`src/rtl/xmem_seq_pkg.sv`:
```
package xmem_seq_pkg;
  localparam int PHASES     = 2;
  localparam int STATES     = 6;
  localparam int SLOTS      = STATES * PHASES;
  localparam int HALF_SLOTS = SLOTS / 2;
  localparam int SLOT_W     = $clog2(SLOTS);

  typedef logic [SLOT_W-1:0] slot_t;

  localparam slot_t LAST_SLOT   = slot_t'(SLOTS - 1);
  localparam int    ALE_OFS     = 1;   // latch pulse offset inside a half cycle
  localparam int    PSEN_OFS    = 4;   // program strobe offset inside a half cycle
  localparam int    ADDR_LAST   = 3;   // last slot of an address phase (half-relative)
  localparam slot_t DRIVE_FIRST = slot_t'(4);
  localparam slot_t RW_FIRST    = slot_t'(5);
  localparam slot_t RW_LAST     = slot_t'(10);
  localparam slot_t SAMPLE_SLOT = slot_t'(10);

  typedef enum logic {CYC_FETCH = 1'b0, CYC_DATA = 1'b1} cyc_kind_e;
endpackage

```
`src/rtl/xmem_slot_timer.sv`:
```
module xmem_slot_timer
  import xmem_seq_pkg::*;
(
  input  logic  clk,
  input  logic  rst,
  output slot_t slot,
  output logic  boundary
);
  localparam int ST_W = $clog2(STATES);
  localparam logic [ST_W-1:0] ST_LAST = ST_W'(STATES - 1);

  logic [ST_W-1:0] state_q;
  logic            phase_q;

  // the phase flop divides the oscillator by two; only rising edges are used
  always_ff @(posedge clk) begin
    if (rst) begin
      state_q <= ST_LAST;
      phase_q <= 1'b1;
    end else begin
      phase_q <= ~phase_q;
      if (phase_q) begin
        if (state_q == ST_LAST) state_q <= '0;
        else                    state_q <= state_q + 1'b1;
      end
    end
  end

  assign slot     = slot_t'({state_q, phase_q});
  assign boundary = (slot == LAST_SLOT);
endmodule

```
`src/rtl/xmem_cycle_ctl.sv`:
```
module xmem_cycle_ctl
  import xmem_seq_pkg::*;
#(
  parameter int ADDR_W = 16,
  parameter int DATA_W = 8
) (
  input  logic              clk,
  input  logic              rst,
  input  slot_t             slot,
  input  logic              boundary,
  input  logic              code_ext,
  input  logic [ADDR_W-1:0] fetch_addr,
  input  logic              req_valid,
  output logic              req_ready,
  input  logic              req_write,
  input  logic              req_wide,
  input  logic [ADDR_W-1:0] req_addr,
  input  logic [DATA_W-1:0] req_wdata,
  output logic              rsp_valid,
  input  logic              rsp_ready,
  output logic [DATA_W-1:0] rsp_data,
  input  logic [DATA_W-1:0] ad_in,
  output cyc_kind_e         kind_q,
  output logic              ext_q,
  output logic              write_q,
  output logic              wide_q,
  output logic [ADDR_W-1:0] addr_q,
  output logic [DATA_W-1:0] wdata_q
);
  logic take;
  logic rsp_stalled;

  assign rsp_stalled = rsp_valid && !rsp_ready;
  assign req_ready   = boundary && !rst && !rsp_stalled;
  assign take        = req_valid && req_ready;

  always_ff @(posedge clk) begin
    if (rst) begin
      kind_q  <= CYC_FETCH;
      ext_q   <= 1'b0;
      write_q <= 1'b0;
      wide_q  <= 1'b0;
      addr_q  <= '0;
      wdata_q <= '0;
    end else if (boundary) begin
      ext_q <= code_ext;
      if (take) begin
        kind_q  <= CYC_DATA;
        write_q <= req_write;
        wide_q  <= req_wide;
        addr_q  <= req_addr;
        wdata_q <= req_wdata;
      end else begin
        kind_q  <= CYC_FETCH;
        write_q <= 1'b0;
        wide_q  <= 1'b0;
        addr_q  <= fetch_addr;
      end
    end
  end

  always_ff @(posedge clk) begin
    if (rst) begin
      rsp_valid <= 1'b0;
      rsp_data  <= '0;
    end else begin
      if (rsp_valid && rsp_ready) rsp_valid <= 1'b0;
      if (kind_q == CYC_DATA && !write_q && slot == SAMPLE_SLOT) begin
        rsp_valid <= 1'b1;
        rsp_data  <= ad_in;
      end
    end
  end
endmodule

```
`src/rtl/xmem_strobe_gen.sv`:
```
module xmem_strobe_gen
  import xmem_seq_pkg::*;
(
  input  slot_t     slot,
  input  cyc_kind_e kind,
  input  logic      ext,
  input  logic      write,
  output logic      ale,
  output logic      psen_n,
  output logic      rd_n,
  output logic      wr_n
);
  logic [1:0] ale_win;
  logic [1:0] psen_win;
  logic       rw_win;

  for (genvar h = 0; h < 2; h++) begin : g_half
    localparam slot_t A0 = slot_t'(h * HALF_SLOTS + ALE_OFS);
    localparam slot_t A1 = slot_t'(h * HALF_SLOTS + ALE_OFS + 1);
    localparam slot_t P0 = slot_t'(h * HALF_SLOTS + PSEN_OFS);
    localparam slot_t P1 = slot_t'(h * HALF_SLOTS + PSEN_OFS + 1);
    assign ale_win[h]  = (slot == A0) || (slot == A1);
    assign psen_win[h] = (slot == P0) || (slot == P1);
  end

  assign rw_win = (slot >= RW_FIRST) && (slot <= RW_LAST);

  always_comb begin
    ale    = 1'b0;
    psen_n = 1'b1;
    rd_n   = 1'b1;
    wr_n   = 1'b1;
    if (kind == CYC_FETCH) begin
      ale    = |ale_win;
      psen_n = !(ext && (|psen_win));
    end else begin
      ale  = ale_win[0];
      rd_n = !(!write && rw_win);
      wr_n = !(write && rw_win);
    end
  end
endmodule

```
`src/rtl/xmem_bus_drive.sv`:
```
module xmem_bus_drive
  import xmem_seq_pkg::*;
#(
  parameter int ADDR_W = 16,
  parameter int DATA_W = 8
) (
  input  slot_t                    slot,
  input  cyc_kind_e                kind,
  input  logic                     ext,
  input  logic                     write,
  input  logic                     wide,
  input  logic [ADDR_W-1:0]        addr,
  input  logic [DATA_W-1:0]        wdata,
  input  logic [ADDR_W-DATA_W-1:0] p2_reg,
  output logic [DATA_W-1:0]        ad_out,
  output logic                     ad_oe,
  output logic [ADDR_W-DATA_W-1:0] a_hi
);
  localparam int HI_W = ADDR_W - DATA_W;

  logic [ADDR_W-1:0] addr_inc;
  logic [ADDR_W-1:0] cur_addr;
  logic              second_half;
  slot_t             rel_slot;
  logic              addr_phase;

  assign addr_inc    = addr + 1'b1;
  assign second_half = (slot >= slot_t'(HALF_SLOTS));
  assign rel_slot    = second_half ? slot - slot_t'(HALF_SLOTS) : slot;
  assign addr_phase  = (rel_slot <= slot_t'(ADDR_LAST));
  assign cur_addr    = second_half ? addr_inc : addr;

  always_comb begin
    ad_out = '0;
    ad_oe  = 1'b0;
    a_hi   = p2_reg;
    if (kind == CYC_FETCH) begin
      if (ext) begin
        ad_oe  = addr_phase;
        ad_out = cur_addr[DATA_W-1:0];
        a_hi   = cur_addr[ADDR_W-1 -: HI_W];
      end
    end else begin
      if (wide) a_hi = addr[ADDR_W-1 -: HI_W];
      if (!second_half && addr_phase) begin
        ad_oe  = 1'b1;
        ad_out = addr[DATA_W-1:0];
      end else if (write && slot >= DRIVE_FIRST) begin
        ad_oe  = 1'b1;
        ad_out = wdata;
      end
    end
  end
endmodule

```
`src/rtl/xmem_cycle_seq.sv`:
```
module xmem_cycle_seq
  import xmem_seq_pkg::*;
#(
  parameter int ADDR_W = 16,
  parameter int DATA_W = 8
) (
  input  logic                     clk,
  input  logic                     rst,
  input  logic                     code_ext,
  input  logic [ADDR_W-1:0]        fetch_addr,
  input  logic [ADDR_W-DATA_W-1:0] p2_reg,
  input  logic                     req_valid,
  output logic                     req_ready,
  input  logic                     req_write,
  input  logic                     req_wide,
  input  logic [ADDR_W-1:0]        req_addr,
  input  logic [DATA_W-1:0]        req_wdata,
  output logic                     rsp_valid,
  input  logic                     rsp_ready,
  output logic [DATA_W-1:0]        rsp_data,
  output logic                     ale,
  output logic                     psen_n,
  output logic                     rd_n,
  output logic                     wr_n,
  output logic [DATA_W-1:0]        ad_out,
  output logic                     ad_oe,
  input  logic [DATA_W-1:0]        ad_in,
  output logic [ADDR_W-DATA_W-1:0] a_hi
);
  slot_t             slot;
  logic              boundary;
  cyc_kind_e         kind_q;
  logic              ext_q;
  logic              write_q;
  logic              wide_q;
  logic [ADDR_W-1:0] addr_q;
  logic [DATA_W-1:0] wdata_q;

  xmem_slot_timer u_timer (
    .clk      (clk),
    .rst      (rst),
    .slot     (slot),
    .boundary (boundary)
  );

  xmem_cycle_ctl #(.ADDR_W(ADDR_W), .DATA_W(DATA_W)) u_ctl (
    .clk        (clk),
    .rst        (rst),
    .slot       (slot),
    .boundary   (boundary),
    .code_ext   (code_ext),
    .fetch_addr (fetch_addr),
    .req_valid  (req_valid),
    .req_ready  (req_ready),
    .req_write  (req_write),
    .req_wide   (req_wide),
    .req_addr   (req_addr),
    .req_wdata  (req_wdata),
    .rsp_valid  (rsp_valid),
    .rsp_ready  (rsp_ready),
    .rsp_data   (rsp_data),
    .ad_in      (ad_in),
    .kind_q     (kind_q),
    .ext_q      (ext_q),
    .write_q    (write_q),
    .wide_q     (wide_q),
    .addr_q     (addr_q),
    .wdata_q    (wdata_q)
  );

  xmem_strobe_gen u_strobe (
    .slot   (slot),
    .kind   (kind_q),
    .ext    (ext_q),
    .write  (write_q),
    .ale    (ale),
    .psen_n (psen_n),
    .rd_n   (rd_n),
    .wr_n   (wr_n)
  );

  xmem_bus_drive #(.ADDR_W(ADDR_W), .DATA_W(DATA_W)) u_bus (
    .slot   (slot),
    .kind   (kind_q),
    .ext    (ext_q),
    .write  (write_q),
    .wide   (wide_q),
    .addr   (addr_q),
    .wdata  (wdata_q),
    .p2_reg (p2_reg),
    .ad_out (ad_out),
    .ad_oe  (ad_oe),
    .a_hi   (a_hi)
  );
endmodule

```
`config.mk`:
```
export PLATFORM = sky130hd
export DESIGN_NAME = xmem_cycle_seq
export DESIGN_NICKNAME = d
export VERILOG_FILES = /design/src/rtl/xmem_seq_pkg.sv /design/src/rtl/xmem_slot_timer.sv /design/src/rtl/xmem_cycle_ctl.sv /design/src/rtl/xmem_strobe_gen.sv /design/src/rtl/xmem_bus_drive.sv /design/src/rtl/xmem_cycle_seq.sv
export SDC_FILE = /design/constraint.sdc
export NUM_CORES = 1
export LEC_CHECK = 0
export BUFFER_PORTS_ARGS = -buffer_cell sky130_fd_sc_hd__buf_2
export CORE_UTILIZATION = 57
export CTS_BUF_LIST = sky130_fd_sc_hd__clkbuf_8
export CTS_CLUSTER_DIAMETER = 60
export DETAILED_ROUTE_END_ITERATION = 10
export HOLD_SLACK_MARGIN = 0.05
export PLACE_DENSITY = 0.93
export SETUP_SLACK_MARGIN = 0.02
export SLEW_MARGIN = 20
export SYNTH_ARGS = -nofsm -noshare
export SYNTH_HDL_FRONTEND = slang
export SYNTH_HIERARCHICAL = 1
export SYNTH_SLANG_ARGS = --single-unit
```
`constraint.sdc`:
```
create_clock -name clk -period 4.5 [get_ports clk]
set_input_delay 0.675 -clock clk [delete_from_list [all_inputs] [get_ports clk]]
set_output_delay 0.675 -clock clk [all_outputs]
set_load 0.01 [all_outputs]
```
==> impl_metrics.csv, run 1 <==
group,metric,value,unit
status,status,"finished clean",
critical_path,crit_slowest_cell,"dfxtp_1",
layout,fill_cells,406,
grt,grt_pass1_wl,13540,um
sta,finalCriticalPeriod,3116,ps
critical_path,critPathLaunchType,"flop",
critical_path,endpoint_kind,"output pin",
cts,cts_resized,0,
sta,fmax,0.3210,GHz
cts,insertion_delay,290,ps
grt,grt_max_degree,44,
placed_design,gp_congestion,0.9022,
cts,clk_pin_slew_worst_paths,80,ps
synth,syn_area_per_cell,7.801,um^2
power_and_ir_drop,power-per-cell-area,292.0,nW/um^2
critical_path,cp_cell_sequence,"nor2b_2, and2_1, a222oi_1, nand2_1, buf_2",
route,num_vias,3179,
layout,drive_gt1_share,27.08,%
sta,tightestPinTransition,1110,ps
synth,synth_flop_cell,"dfxtp_1",
sta,drv_slew,0,
sta,hold_viol,0,
synth,yosys.cell_types.count,61,
grt,grt_antenna_before_repair,0,
route,dr.first_iter.drc_count,350,
synth,synth_top_area_share,28.75,%
synth,synth_area,2855,um^2
route,drc,0,
cts,cts_buffers,5,
sta,finalSetupTns,0,ps
synth,ys_top_cells_by_area,"dfxtp_1 (29%), o31ai_1 (6.6%), nand4_1 (5.9%), a311oi_1 (4.9%), a21oi_1 (4.2%)",
synth,synth_seq_cells,41,
synth,synth_cells,366,
cts,cts_sinks,41,
synth,yosysSeqAreaShare,28.75,%
sta,skew,5.167,ps
critical_path,arrival,2440,ps
synth,synth-edff-count,0,
critical_path,crit_fanout,32,
cts,cts-root-buf,"clkbuf_8",
route,first_pass_iters,5,
synth,synth_area_leader_cell,"dfxtp_1",
critical_path,crit_family,"flip-flops",
layout,nNetsFinal,495,
critical_path,cp_data_required_time,3830,ps
sta,slew_headroom,25.69,%
die,die_w,72.78,um
route,wl_per_cell,16.72,um
power_and_ir_drop,leakage,1.264,nW
synth,ys_async_sr_fraction,0,%
critical_path,max_stage_delay,1030,ps
cts,cts_max_level,2,
synth,yosys.area_share.simple,26.60,%
grt,grt_usage,32.59,%
placed_design,io_buffers,93,
synth,synth_xor_xnor_area_share,2.147,%
synth,synth_compound_area_share,30.15,%
route,drt.antenna.violating_nets,0,
grt,grt.overflow.total,0,
synth,synthAdderAreaFrac,0.4382,%
die,fp-row-count,25,
synth,synth_mux_area_share,4.075,%
sta,fin_hold_ws,482.8,ps
critical_path,critical_path_class,"flop to output pin",
die,die_area,5296,um^2
die,boundaryPins,94,
grt,grt_pass1_vias,2801,
route,vias_per_cell,6.371,
sta,setup_viol,0,
worst_hold_path,holdCritPathClass,"flop to flop",
power_and_ir_drop,vdd_drop_max,0.0002072,V
synth,ys_warn_count,6,
synth,synth_top_family_by_area,"compound AO/OA/AOI/OAI gates",
die,core,4786,um^2
sta,fin_crit_sh,69.24,%
cts,cts_hold_buf,0,
cts,post-cts-setup-buffer-count,0,
critical_path,cp_num_buf_inv,1,
flow_run,cap_violations,0,
cts,clk_path_buf_depth,2,
sta,rsz0062_at_grt,"no",
die,die_h,72.78,um
die,initial_core_util,59.66,%
placed_design,hpwl,5606,um
cts,cts_tree,"built",
route,drt_wl_total,8341,um
layout,syn_to_final_growth,17.40,%
synth,syn_nets,430,
layout,n_antenna_cell,0,
per-stage QoR:
stage / instances / cell area (um^2) / worst slack [ps] / utilization (%) / total power, mW
after global routing: 499 / 3352 / 1240 / 70.04 / 1.025
after CTS: 499 / 3349 / 1185 / 69.99 / 0.9733
after floorplan: 366 / 2855 / 2191 / - / 0.6000
after global placement: 491 / 3233 / 1588 / 67.56 / 0.6682
after detailed placement: 491 / 3233 / 1484 / 67.56 / 0.6756
final: 499 / 3352 / 1384 / 70.04 / 0.9788
cell families (layout without fill, tap and decap cells):
logic type / after synthesis / in the layout
simple gates: 140 / 140
compound gates: 122 / 122
buf+inv: 44 / 110
flops: 41 / 41
mux: 11 / 11
xor+xnor: 7 / 7
fa+ha+maj: 1 / 1
worst register-to-register path, cell delays in order (launching register included):
cell and delay [ps]:
dfxtp_1 660, nand2_1 200, nor3b_2 220, buf_4 380
and2b_4 440, nand4_1 160, a311oi_1 320
cells in the final DEF (no fill, tap or decap), types with 4 or more instances in the layout:
cell type	n
a21oi_1	24
nand3_1	17
clkbuf_8	6
a22oi_1	5
nand2b_1	8
nor2_1	26
inv_1	6
nor4_1	5
o31ai_1	25
o21ai_0	21
nand4_1	27
mux2_2	5
and2_1	4
a311oi_1	16
xnor2_1	4
mux2i_1	6
dfxtp_1	41
buf_2	93
a22o_1	6
nor2b_1	4
nand2_1	25
nor3_1	5
registers in the layout, summed over array words and instances (netlist names):
| register | cells |
|---|---|
| u_ctl/ext_q | 1 |
| u_ctl/write_q | 1 |
| u_ctl/wide_q | 1 |
| u_ctl/rsp_data | 8 |
| u_timer/phase_q | 1 |
| u_ctl/wdata_q | 8 |
| u_ctl/addr_q | 16 |
| u_ctl/rsp_valid | 1 |
| u_ctl/kind_q | 1 |
| u_timer/state_q | 3 |
cell usage after synthesis, drive strengths merged, types with 6 or more instances:
cell type	count
a22o	6
nor2	26
a21oi	25
buf	19
nand2b	8
nor2b	6
dfxtp	41
nand2	25
nand3	17
a311oi	16
inv	6
o21ai	21
nand4	28
mux2i	6
o31ai	25
clkbuf	19
area by class of cell:
cell class	instances	area (um^2)	share of cell area, %
Tap cell	67	83.83	2.501
Sequential cell	41	820.8	24.49
Inverter	6	22.52	0.6719
Clock buffer	6	82.58	2.464
Multi-Input combinational cell	281	1821	54.31
Timing Repair Buffer	96	488.0	14.56
Clock inverter	2	33.78	1.008
path summary, 6_finish.rpt:
check / start / endpoint / slack, ps / cells past startpoint
hold / removal: u_ctl/rsp_data[4] / u_ctl/rsp_data[4] / 480 / 2
setup reg to reg: u_timer/state_q[0] / u_ctl/addr_q[3] / 2020 / 6
setup / recovery: u_ctl/kind_q / a_hi[6] / 1380 / 5
hold reg to reg: u_ctl/rsp_data[4] / u_ctl/rsp_data[4] / 480 / 2
where the power goes:
| part | switching (mW) | total [mW] | leakage, nW | internal (mW) |
|---|---|---|---|---|
| Sequential | 0.0548 | 0.443 | 0.336 | 0.389 |
| Clock | 0.125 | 0.303 | 0.0626 | 0.179 |
| Combinational | 0.130 | 0.232 | 0.866 | 0.102 |
| Total | 0.309 | 0.979 | 1.26 | 0.669 |
layer usage:
layer  vias to the layer above  GRT usage [%]  share of wire, %
met5                         -              0                 0
met4                         0          7.625               1.0
met3                        10          5.525               7.9
met2                       153          53.89                49
met1                      1483          44.44                43
li1                       1533              -                 -
No activity file was read; power rests on OpenSTA's default activity.
==> inputs of run 2 (changes only) <==
--- a/config.mk
+++ b/config.mk
@@ -6,12 +6,12 @@
 export NUM_CORES = 1
 export LEC_CHECK = 0
 export BUFFER_PORTS_ARGS = -buffer_cell sky130_fd_sc_hd__buf_2
-export CORE_UTILIZATION = 57
+export CORE_UTILIZATION = 53
 export CTS_BUF_LIST = sky130_fd_sc_hd__clkbuf_8
 export CTS_CLUSTER_DIAMETER = 60
 export DETAILED_ROUTE_END_ITERATION = 10
 export HOLD_SLACK_MARGIN = 0.05
-export PLACE_DENSITY = 0.93
+export PLACE_DENSITY = 0.87
 export SETUP_SLACK_MARGIN = 0.02
 export SLEW_MARGIN = 20
 export SYNTH_ARGS = -nofsm -noshare
==> constraint.sdc (replaced) <==
create_clock -name clk -period 3.05 [get_ports clk]
set_input_delay 0.4575 -clock clk [delete_from_list [all_inputs] [get_ports clk]]
set_output_delay 0.4575 -clock clk [all_outputs]
set_load 0.01 [all_outputs]
==> impl_metrics.csv, run 2 (synthesized netlist as in run 1, its figures left out) <==
group,metric,value,unit
placed_design,hpwl,5476,um
worst_hold_path,holdCritPathClass,"primary input to flop",
route,drt_wl_total,7904,um
power_and_ir_drop,total_power,1.429,mW
layout,nNetsFinal,500,
route,vias_per_cell,6.134,
cts,cts_resized,0,
die,core,5140,um^2
cts,clk_pin_slew_worst_paths,80,ps
power_and_ir_drop,power-per-cell-area,421.9,nW/um^2
layout,drive_gt1_share,27.69,%
sta,fin_crit_sh,86.84,%
layout,final_cell_mix,"buf_2 (93), dfxtp_1 (41), nand4_1 (27), nor2_1 (26)",
critical_path,cp_num_buf_inv,2,
critical_path,max_stage_delay,550,ps
worst_hold_path,whs_path_depth,3,
cts,insertion_delay,290,ps
sta,skew,9.264,ps
power_and_ir_drop,leakage,1.287,nW
sta,tightestPinTransition,951.3,ps
power_and_ir_drop,clkPwrFrac,30.5,%
critical_path,cp_data_required_time,2590,ps
sta,setup_viol,0,
cts,clk_path_buf_depth,2,
layout,final_common_cell,"buf_2",
layout,instances_no_fill,507,
die,die_area,5684,um^2
route,drt.antenna.violating_nets,0,
route,wl_per_cell,15.59,um
die,die_h,75.40,um
cts,cts_sinks,41,
layout,syn_to_final_growth,18.58,%
worst_hold_path,hold_end,"u_ctl/rsp_data[1]",
power_and_ir_drop,power_switching,457.4,uW
flow_run,cap_violations,0,
cts,cts_max_level,2,
sta,fmax,0.3776,GHz
grt,grt.overflow.total,0,
cts,cts_tree,"built",
route,drc,0,
cts,cts-root-buf,"clkbuf_8",
cts,cts_buffers,5,
critical_path,crit_family,"simple AND/OR/NAND/NOR gates",
die,initial_core_util,55.55,%
route,num_vias,3110,
critical_path,rr_startpoint,"u_timer/state_q[0]",
layout,reg_top3,"u_ctl/addr_q x16, u_ctl/rsp_data x8, u_ctl/wdata_q x8",
placed_design,gp_congestion,0.8176,
sta,finalCriticalPeriod,2649,ps
status,status,"finished clean",
critical_path,crit_slowest_cell,"nor2b_1",
grt,grt_max_degree,44,
grt,grt_usage,28.11,%
die,boundaryPins,94,
critical_path,r2r_setup_slack,770,ps
placed_design,placed_cells,499,
die,fp-row-count,26,
sta,drv_slew,0,
critical_path,cp_cell_sequence,"nor2b_1, buf_4, nand2_1, nor4_1, a311o_1, buf_2",
layout,regMostFlops,"u_ctl/addr_q",
power_and_ir_drop,seqPwrFrac,45.3,%
die,die_w,75.40,um
sta,rsz0062_at_grt,"no",
cts,post-cts-setup-buffer-count,0,
critical_path,critPathLaunchType,"flop",
worst_hold_path,hp-start,"ad_in[1]",
critical_path,reg2reg_depth,5,
critical_path,timing.rr.end,"u_ctl/addr_q[11]",
layout,largest_reg_flops,16,
power_and_ir_drop,switching_share,32.02,%
grt,grt_antenna_before_repair,0,
cts,cts_hold_buf,0,
critical_path,critical_path_class,"flop to output pin",
critical_path,endpoint_kind,"output pin",
sta,finalSetupTns,0,ps
grt,grt_pass1_wl,12320,um
sta,hold_viol,0,
route,dr.first_iter.drc_count,216,
critical_path,crit_fanout,11,
sta,slew_headroom,36.58,%
placed_design,io_buffers,93,
critical_path,arrival,2190,ps
grt,grt_pass1_vias,2568,
layout,n_antenna_cell,0,
route,first_pass_iters,5,
power_and_ir_drop,vdd_drop_max,0.0003393,V
power_and_ir_drop,pwr-share-comb,24.3,%
power_and_ir_drop,p_int,971.2,uW
run 2: cell count changes in the layout (fill, tap and decap cells not counted), sizes merged:
cell / previous run / this run
clkinv: 0 / 1
buf: 96 / 101
clkbuf: 6 / 5
run 2: worst reg2reg max path, delay by kind of cell, from the launching register on:
family	cells	cell delay (ps)
compound gates	1	320
flops	1	650
simple gates	4	1210
run 2: how the worst max path moves through the flow:
stage                     cells past startpoint      end          startpoint
final                                         6  a_hi[5]         u_ctl/ext_q
after global routing                          6  a_hi[5]         u_ctl/ext_q
after CTS                                     5  a_hi[5]  u_timer/state_q[1]
after detailed placement                      5  a_hi[3]  u_timer/state_q[1]
after global placement                        6  a_hi[5]         u_ctl/ext_q
after floorplan                               5  a_hi[4]        u_ctl/kind_q
run 2: final cells by class:
class / count / area, um^2
Clock buffer: 5 / 68.82
Clock inverter: 3 / 42.54
Fill cell: 473 / 1754
Inverter: 6 / 22.52
Multi-Input combinational cell: 281 / 1818
Sequential cell: 41 / 820.8
Tap cell: 70 / 87.58
Timing Repair Buffer: 101 / 525.5
run 2: routing by layer:
layer  part of all wire (%)  vias to the layer above  track usage, %  wire (um)
met1                     45                     1456           41.43       3593
met2                     48                      100           43.15       3797
met3                    5.2                        9           3.968        414
met5                      0                        -               0          0
li1                       -                     1545               -          -
met4                    1.3                        0           6.996         99
run 2: per-stage QoR:
| stage | setup WS, ps | instance area (um^2) | utilization, % | hold slack [ps] |
|---|---|---|---|---|
| floorplan | 958.1 | 2855 | - | 448.3 |
| global placement | 768.6 | 3274 | 63.71 | 458.1 |
| detailed placement | 790.2 | 3274 | 63.71 | 465.8 |
| CTS | 459.3 | 3386 | 65.87 | 400.1 |
| global route | 202.2 | 3386 | 65.87 | 407.7 |
| finish | 401.4 | 3386 | 65.87 | 405.4 |
run 2: power by group through the flow:
stage	clock, mW	sequential [mW]	combinational (mW)
after floorplan	0	0.632	0.254
after global placement	0	0.654	0.337
after detailed placement	0	0.657	0.341
after CTS	0.442	0.645	0.343
after global routing	0.462	0.655	0.387
final	0.435	0.647	0.347
==> inputs of run 3 (changes only) <==
--- a/config.mk
+++ b/config.mk
@@ -5,6 +5,7 @@
 export SDC_FILE = /design/constraint.sdc
 export NUM_CORES = 1
 export LEC_CHECK = 0
+export ABC_AREA = 1
 export BUFFER_PORTS_ARGS = -buffer_cell sky130_fd_sc_hd__buf_2
 export CORE_UTILIZATION = 53
 export CTS_BUF_LIST = sky130_fd_sc_hd__clkbuf_8
==> impl_metrics.csv, run 3 <==
group,metric,value,unit
status,status,"finished clean",
die,fp-row-count,26,
layout,regMostFlops,"u_ctl/addr_q",
synth,synth_top_area_share,27.70,%
cts,post-cts-setup-buffer-count,0,
sta,setup_viol,0,
cts,cts_resized,0,
grt,grt_max_degree,34,
route,drc,0,
placed_design,hpwl,5772,um
power_and_ir_drop,total_power,1.399,mW
synth,synth_cells,495,
layout,drive_gt1_share,24.52,%
grt,grt.overflow.total,0,
placed_design,gp_congestion,0.9707,
cts,cts_buffers,5,
cts,insertion_delay,290,ps
critical_path,crit_fanout,18,
sta,rsz0062_at_grt,"no",
critical_path,endpoint_kind,"output pin",
synth,synth_mux_area_share,0.3801,%
sta,slew_headroom,52.42,%
flow_run,cap_violations,0,
die,initial_core_util,56.57,%
synth,ys_warn_count,6,
power_and_ir_drop,leakage,1.750,nW
layout,final_common_cell,"nand2_1",
cts,cts_max_level,2,
layout,final_cell_mix,"nand2_1 (130), buf_2 (93), nor2_1 (86), inv_1 (56), nand3_1 (44)",
synth,synth_xor_xnor_area_share,0.2956,%
sta,finalCriticalPeriod,2546,ps
route,wl_per_cell,11.99,um
synth,synthAdderAreaFrac,0.4223,%
die,core,5238,um^2
synth,ys_top_cells_by_area,"dfxtp_1 (28%), nand2_1 (16%), nor2_1 (11%), nand3_1 (7.4%), inv_1 (7.1%)",
synth,ys_top_cells_by_count,"nand2_1 (130), nor2_1 (86), inv_1 (56), nand3_1 (44), dfxtp_1 (41)",
layout,nNetsFinal,638,
sta,tightestPinTransition,713.7,ps
synth,synth_flop_cell,"dfxtp_1",
cts,clk_pin_slew_worst_paths,90,ps
layout,n_antenna_cell,0,
cts,clk_path_buf_depth,2,
cts,cts_tree,"built",
layout,reg_top3,"u_ctl/addr_q x16, u_ctl/rsp_data x8, u_ctl/wdata_q x8",
synth,syn_area_per_cell,5.986,um^2
power_and_ir_drop,vdd_drop_max,0.0003366,V
cts,cts_hold_buf,0,
synth,synth_seq_cells,41,
synth,yosysSeqAreaShare,27.70,%
cts,cts-root-buf,"clkbuf_8",
route,dr.first_iter.drc_count,294,
route,drt.antenna.violating_nets,0,
synth,syn_nets,559,
critical_path,critical_path_class,"flop to output pin",
critical_path,cp_data_required_time,2590,ps
critical_path,arrival,2090,ps
sta,skew,9.503,ps
route,vias_per_cell,5.253,
die,die_h,76.77,um
power_and_ir_drop,power-per-cell-area,401.1,nW/um^2
placed_design,io_buffers,93,
worst_hold_path,holdCritPathClass,"primary input to flop",
synth,yosys.cell_types.count,34,
sta,drv_slew,0,
synth,ys_async_sr_fraction,0,%
route,drt_wl_total,7733,um
synth,synth_most_common_cell,"nand2_1",
synth,synth_area,2963,um^2
synth,synth_compound_area_share,11.19,%
sta,fin_crit_sh,83.48,%
grt,grt_pass1_wl,12810,um
die,boundaryPins,94,
critical_path,critPathLaunchType,"flop",
layout,syn_to_final_growth,17.69,%
grt,grt_usage,26.06,%
die,die_area,5894,um^2
route,num_vias,3388,
die,die_w,76.77,um
sta,fmax,0.3927,GHz
sta,hold_viol,0,
sta,finalSetupTns,0,ps
synth,yosys.area_share.simple,47.26,%
synth,synth-edff-count,0,
synth,synth_area_leader_cell,"dfxtp_1",
grt,grt_pass1_vias,2892,
layout,largest_reg_flops,16,
grt,grt_antenna_before_repair,0,
synth,synth_top_family_by_area,"simple AND/OR/NAND/NOR gates",
cts,cts_sinks,41,
route,first_pass_iters,6,
run 3: power breakdown:
group / internal [mW] / switching [mW]
Clock: 0.162 / 0.196
Combinational: 0.154 / 0.255
Sequential: 0.575 / 0.0562
run 3: layer usage:
layer	part of all wire, %	global-route usage, %	up-vias
met5	0	0	-
met4	1.2	6.731	0
met3	6.3	3.571	10
met2	46	43.66	133
met1	46	34.86	1507
li1	-	-	1738
run 3: final cells by class:
cell class	instances	area, um^2
sequential	41	820.8
tap	70	87.58
fill	494	1750
multi-input combinational	369	1769
timing repair buffer	96	488.0
clock inverter	3	21.27
inverter	61	231.5
clock buffer	5	68.82
run 3: through the flow:
| stage | std cells | util, % | instance area [um^2] | hold slack [ps] | setup WS [ps] |
|---|---|---|---|---|---|
| 3_5_place_dp | 637 | 64.86 | 3397 | 463.9 | 839.7 |
| 3_3_place_gp | 637 | 64.86 | 3397 | 460.3 | 930.2 |
| 4_1_cts | 645 | 66.58 | 3487 | 383.7 | 508.2 |
| 5_1_grt | 645 | 66.58 | 3487 | 385.7 | 287.9 |
| 2_1_floorplan | 495 | - | 2963 | 402.8 | 1214 |
| 6_report | 645 | 66.58 | 3487 | 387.6 | 503.8 |
run 3: logic make-up after synthesis:
group                    count (synthesis)
flip-flops                              41
buffers and inverters                   85
XOR/XNOR                                 1
multiplexers                             1
AO/OA/AOI/OAI                           59
AND/OR/NAND/NOR                        307
adder cells (fa/ha/maj)                  1
run 3: path summary, 6_finish.rpt:
| kind | startpoint | end | slack (ps) | depth (start not counted) |
|---|---|---|---|---|
| setup / recovery | u_timer/state_q[2] | req_ready | 500 | 6 |
| setup reg to reg | u_timer/state_q[2] | u_ctl/addr_q[3] | 930 | 9 |
| hold reg to reg | u_ctl/wdata_q[5] | u_ctl/wdata_q[5] | 480 | 2 |
| hold / removal | ad_in[1] | u_ctl/rsp_data[1] | 390 | 3 |
run 3: worst max-delay path, cell delays in order (launching register included):
cell,delay (ps)
dfxtp_1,560
inv_1,130
nor3_2,300
inv_4,100
nor2_8,230
and2_4,310
buf_2,170
